**src/rtl/srm_pkg.sv**
```systemverilog
package srm_pkg;
    typedef enum logic [1:0] {
        ST_IDLE    = 2'd0,
        ST_SETUP   = 2'd1,
        ST_ACCESS  = 2'd2,
        ST_RECOVER = 2'd3
    } srm_state_e;

    function automatic int srm_max3(input int a, input int b, input int c);
        int m;
        m = (a > b) ? a : b;
        return (m > c) ? m : c;
    endfunction
endpackage

```
**src/rtl/srm_phase_timer.sv**
```systemverilog
// Counts cycles spent in the current phase; cleared on every phase change.
module srm_phase_timer #(
    parameter int CW = 3
) (
    input  logic          clk,
    input  logic          rst,
    input  logic          clr,
    output logic [CW-1:0] cnt
);
    always_ff @(posedge clk) begin
        if (rst || clr) cnt <= '0;
        else            cnt <= cnt + 1'b1;
    end
endmodule

```
**src/rtl/srm_word_reg.sv**
```systemverilog
// Loadable holding register used for the address latch and the data capture.
module srm_word_reg #(
    parameter int W = 32
) (
    input  logic         clk,
    input  logic         rst,
    input  logic         load,
    input  logic [W-1:0] din,
    output logic [W-1:0] dout
);
    always_ff @(posedge clk) begin
        if (rst)       dout <= '0;
        else if (load) dout <= din;
    end
endmodule

```
**src/rtl/sync_rd_master.sv**
```systemverilog
module sync_rd_master
    import srm_pkg::*;
#(
    parameter int ADDR_W      = 16,
    parameter int DATA_W      = 32,
    parameter int SETUP_CYC   = 1,
    parameter int ACCESS_CYC  = 4,
    parameter int RECOVER_CYC = 2
) (
    input  logic              clk,
    input  logic              rst,
    input  logic              req_valid,
    input  logic [ADDR_W-1:0] req_addr,
    output logic              req_ready,
    output logic              rsp_done,
    output logic [DATA_W-1:0] rsp_data,
    output logic [ADDR_W-1:0] bus_addr,
    output logic              bus_rd,
    input  logic [DATA_W-1:0] bus_data
);
    localparam int MAXC = srm_max3(SETUP_CYC, ACCESS_CYC, RECOVER_CYC);
    localparam int CW   = (MAXC < 2) ? 1 : $clog2(MAXC);
    localparam logic [CW-1:0] SETUP_LAST   = CW'(SETUP_CYC - 1);
    localparam logic [CW-1:0] ACCESS_LAST  = CW'(ACCESS_CYC - 1);
    localparam logic [CW-1:0] RECOVER_LAST = CW'(RECOVER_CYC - 1);

    srm_state_e    state_q, state_n;
    logic [CW-1:0] ph_cnt;
    logic          ph_clr;
    logic          take_req;
    logic          capture;
    logic          done_q;

    // state register
    always_ff @(posedge clk) begin
        if (rst) state_q <= ST_IDLE;
        else     state_q <= state_n;
    end

    // next-state logic
    always_comb begin
        state_n = state_q;
        unique case (state_q)
            ST_IDLE:    if (req_valid)              state_n = ST_SETUP;
            ST_SETUP:   if (ph_cnt == SETUP_LAST)   state_n = ST_ACCESS;
            ST_ACCESS:  if (ph_cnt == ACCESS_LAST)  state_n = ST_RECOVER;
            ST_RECOVER: if (ph_cnt == RECOVER_LAST) state_n = ST_IDLE;
            default:                                state_n = ST_IDLE;
        endcase
    end

    // outputs and control strobes
    always_comb begin
        req_ready = (state_q == ST_IDLE);
        bus_rd    = (state_q == ST_ACCESS);
        take_req  = (state_q == ST_IDLE) && req_valid;
        capture   = (state_q == ST_ACCESS) && (ph_cnt == ACCESS_LAST);
        ph_clr    = (state_n != state_q);
    end

    srm_phase_timer #(.CW(CW)) u_timer (
        .clk (clk),
        .rst (rst),
        .clr (ph_clr),
        .cnt (ph_cnt)
    );

    srm_word_reg #(.W(ADDR_W)) u_addr (
        .clk  (clk),
        .rst  (rst),
        .load (take_req),
        .din  (req_addr),
        .dout (bus_addr)
    );

    srm_word_reg #(.W(DATA_W)) u_data (
        .clk  (clk),
        .rst  (rst),
        .load (capture),
        .din  (bus_data),
        .dout (rsp_data)
    );

    always_ff @(posedge clk) begin
        if (rst) done_q <= 1'b0;
        else     done_q <= capture;
    end
    assign rsp_done = done_q;


    rd_rise_after_setup_chk: assert property (@(posedge clk) disable iff (rst)
        $rose(bus_rd) |-> $past(state_q) == ST_SETUP);

    addr_hold_chk: assert property (@(posedge clk) disable iff (rst)
        (bus_rd && $past(bus_rd)) |-> $stable(bus_addr));

    ready_excl_rd_chk: assert property (@(posedge clk) disable iff (rst)
        req_ready |-> !bus_rd);

    done_single_chk: assert property (@(posedge clk) disable iff (rst)
        rsp_done |=> !rsp_done);

    done_at_fall_chk: assert property (@(posedge clk) disable iff (rst)
        rsp_done |-> $fell(bus_rd));

    recover_blocks_chk: assert property (@(posedge clk) disable iff (rst)
        (state_q == ST_RECOVER) |-> (!req_ready && !bus_rd));

    initial begin
        assert (SETUP_CYC >= 1 && ACCESS_CYC >= 1 && RECOVER_CYC >= 1)
            else $error("delay parameters must be at least 1");
    end
endmodule

```
**config.mk**
```make
export PLATFORM = sky130hd
export DESIGN_NAME = sync_rd_master
export DESIGN_NICKNAME = d
export VERILOG_FILES = /design/src/rtl/srm_pkg.sv /design/src/rtl/srm_phase_timer.sv /design/src/rtl/srm_word_reg.sv /design/src/rtl/sync_rd_master.sv
export SDC_FILE = /design/constraint.sdc
export NUM_CORES = 1
export LEC_CHECK = 0
export BUFFER_PORTS_ARGS = -buffer_cell sky130_fd_sc_hd__buf_2
export CAP_MARGIN = 15
export CORE_ASPECT_RATIO = 1.75
export CORE_UTILIZATION = 48
export CTS_CLUSTER_SIZE = 20
export DETAILED_ROUTE_END_ITERATION = 6
export PLACE_DENSITY_LB_ADDON = 0.3
export SLEW_MARGIN = 5
export SYNTH_ARGS = -nofsm -noshare
export SYNTH_HDL_FRONTEND = slang
export SYNTH_HIERARCHICAL = 1
export SYNTH_SLANG_ARGS = --single-unit
export TNS_END_PERCENT = 50
```
**constraint.sdc**
```tcl
create_clock -name clk -period 2.6 [get_ports clk]
set_clock_uncertainty 0.05 [all_clocks]
set_input_delay 0.13 -clock clk [delete_from_list [all_inputs] [get_ports clk]]
set_output_delay 0.13 -clock clk [all_outputs]
set_load 0.03 [all_outputs]
```
==> results.yml <==
clock_network:
  cts_tree: "done"
  postCtsSetupBuffers: 0
  ctsHoldBuffers: 0
  cts_max_path_buffers: 2
  numCtsBuffers: 5
  clock_sinks: 53
  clock_latency_ns: 0.29
  h-tree-depth: 2
  clk_pin_slew_ns: 0.09
  cts_resized: 0
  cts-root-buf: "clkbuf_8"
cells_and_area:
  nets: 332
  area_growth_pct: 26.4
  antenna-diode-count: 0
  fin_cells: 331
  drive_gt1_share_pct: 40.4
critical_path:
  r2r_slack_ns: 0.84
  end_kind: "flip-flop"
  required_ns: 2.70
  crit_slowest_cell: "dfxtp_1"
  worstPathCellList: "and4b_2 > buf_4 > mux2i_1 > nor2_1"
  cp_max_fo: 33
  worstPathArrival_ns: 1.86
  start_kind: "flip-flop"
  crit_path_max_incr_delay_ns: 0.52
  critPathKind: "reg -> reg"
timing:
  finalCriticalPeriod_ns: 1.76
  setup_viol: 0
  worst_slack_ns: 0.838
  rsz0062_at_grt: "no"
  finalHoldViolCount: 0
  clock.fmax_mhz: 567
  max_slew_margin_pct: 53.1
  tightest_slew_ns: 0.704
  min_period_over_period_pct: 67.8
  drv_slew: 0
  finalSetupTns_ns: 0
synthesis:
  syn_avg_cell_area_um2: 11.2
  synth_top_area_share_pct: 52.2
  yosys_warnings: 6
  ys_seq_area_share_pct: 52.2
  synth_cells: 182
  synth-seq-cells: 53
  synthesis.nets: 233
  syn-cell-area_um2: 2030
  yosysMostFrequentCell: "dfxtp_1"
  synth_flop_cell: "dfxtp_1"
  synth_cell_type_count: 25
  synth_async_sr_flop_share_pct: 0
  yosysTopAreaCell: "dfxtp_1"
  synth_edf_count: 0
  synth_area_leaders: "dfxtp_1, mux2i_1, nor2_1"
  synth_common_cells: "dfxtp_1, nor2_1, mux2i_1"
grt:
  overflow: 0
  grt.total_usage_pct: 16.6
  grt_pass1_vias: 1365
  grt_max_degree: 41
  grt_pass1_wl_um: 5680
  antenna_found_initial: 0
route:
  vias_per_cell: 4.75
  wl_per_cell_um: 11.8
  vias: 1573
  routed_wl_um: 3890
  drc: 0
  drtPass1Iterations: 4
  antenna_left: 0
  dr.first_iter.drc_count: 21
floorplanning:
  core.rowCount: 31
  die_area_um2: 4510
  core_um2: 4110
  start_util_pct: 49.5
  ios: 102
  fp.dieH_um: 88.1
  die_w_um: 51.2
pwr:
  p_clk_share_pct: 26.2
  power.share.sequential_pct: 54.9
  p_total_mw: 1.63
  leakage_nw: 1.21
  p_per_area_nw_per_um2: 635
  swShare_pct: 27.8
  p_sw_mw: 0.454
  peakVddDrop_v: 0.000374
  comb_power_share_pct: 18.9
  intPower_mw: 1.18
place:
  preCtsSetupSlack_ns: 0.849
  gp_congestion: 0.705
  dp_hpwl_um: 2780
  placedCellCount: 323
  port_buffers: 101
run_status:
  status: "finished clean"
hold_path:
  hp-class: "in -> reg"
flow_run:
  maxCapViolations: 0
==> cell type report <==
type                       instances  area (µm²)
clock buffer                       8        80.1
fill                             376        1540
inverter                           1        3.75
multi-input combinational        116         837
sequential                        53        1060
tap                               49        61.3
timing repair buffer             104         528
==> sequential cells by signal, indices dropped and copies added (netlist names) <==
| signal | cells |
|---|---|
| state_q | 2 |
| u_timer/cnt | 2 |
| u_addr/dout | 16 |
| rsp_done | 1 |
| u_data/dout | 32 |
==> per-layer routing <==
layer / track usage [%] / share of wire [%]
met5: 0 / 0
met4: 6.63 / 0.74
met3: 4.69 / 6.9
met2: 31.2 / 52
met1: 16.7 / 40
==> power groups by stage <==
| stage | sequential (mW) | clock (mW) | combinational (mW) |
|---|---|---|---|
| CTS | 0.897 | 0.442 | 0.313 |
| detailed placement | 0.916 | 0 | 0.312 |
| global placement | 0.913 | 0 | 0.308 |
| finish | 0.896 | 0.427 | 0.308 |
| floorplan | 0.963 | 0 | 0.188 |
| global route | 0.904 | 0.469 | 0.333 |
==> through the flow <==
| stage | util [%] | instance area (µm²) | hold slack (ns) |
|---|---|---|---|
| 6_report | 62.5 | 2570 | 0.0201 |
| 5_1_grt | 62.5 | 2570 | 0.0170 |
| 4_1_cts | 62.5 | 2570 | 0.0120 |
| 3_5_place_dp | 60.6 | 2490 | 0.321 |
| 3_3_place_gp | 60.6 | 2490 | 0.311 |
| 2_1_floorplan | - | 2030 | 0.145 |
==> worst paths after layout <==
| kind | depth (start not counted) | from | end |
|---|---|---|---|
| worst min-delay path | 3 | bus_data[29] | u_data/dout[29] |
| worst max register to register | 4 | u_timer/cnt[0] | u_data/dout[0] |
| worst min register to register | 2 | u_data/dout[7] | u_data/dout[7] |
| worst max-delay path | 4 | u_timer/cnt[0] | u_data/dout[0] |
==> cell families after synthesis <==
kind of cell / synth area share (%)
compound gates: 1.54
xor+xnor: 0.861
buf+inv: 6.76
flops: 52.2
mux: 24.1
simple gates: 14.6
==> cell usage in the layout (no fill, tap or decap) <==
cell type / Yosys / final
xnor2_1: 1 / 1
a311o_1: 1 / 1
mux2i_1: 49 / 49
o32ai_1: 1 / 1
dfxtp_1: 53 / 53
or2b_1: 1 / 1
and4b_2: 0 / 1
nor3_1: 1 / 1
inv_1: 1 / 1
or2_1: 1 / 1
clkbuf_8: 0 / 5
nor2_1: 51 / 51
nor4b_4: 1 / 1
nand2b_1: 1 / 1
and3b_1: 1 / 1
clkbuf_1: 3 / 3
xor2_1: 1 / 1
buf_2: 1 / 101
nor3b_1: 1 / 1
nor3_2: 1 / 1
a211oi_2: 1 / 1
nor3b_2: 1 / 1
and2b_1: 1 / 1
buf_4: 0 / 3
==> critical path: cells and delay by family, from the launching register on <==
family	cells	cell delay, ns
buffers and inverters	1	0.44
muxes	1	0.26
DFF	1	0.52
and+or+nand+nor	2	0.33
Note: power is estimated with default switching activity, not from simulation.
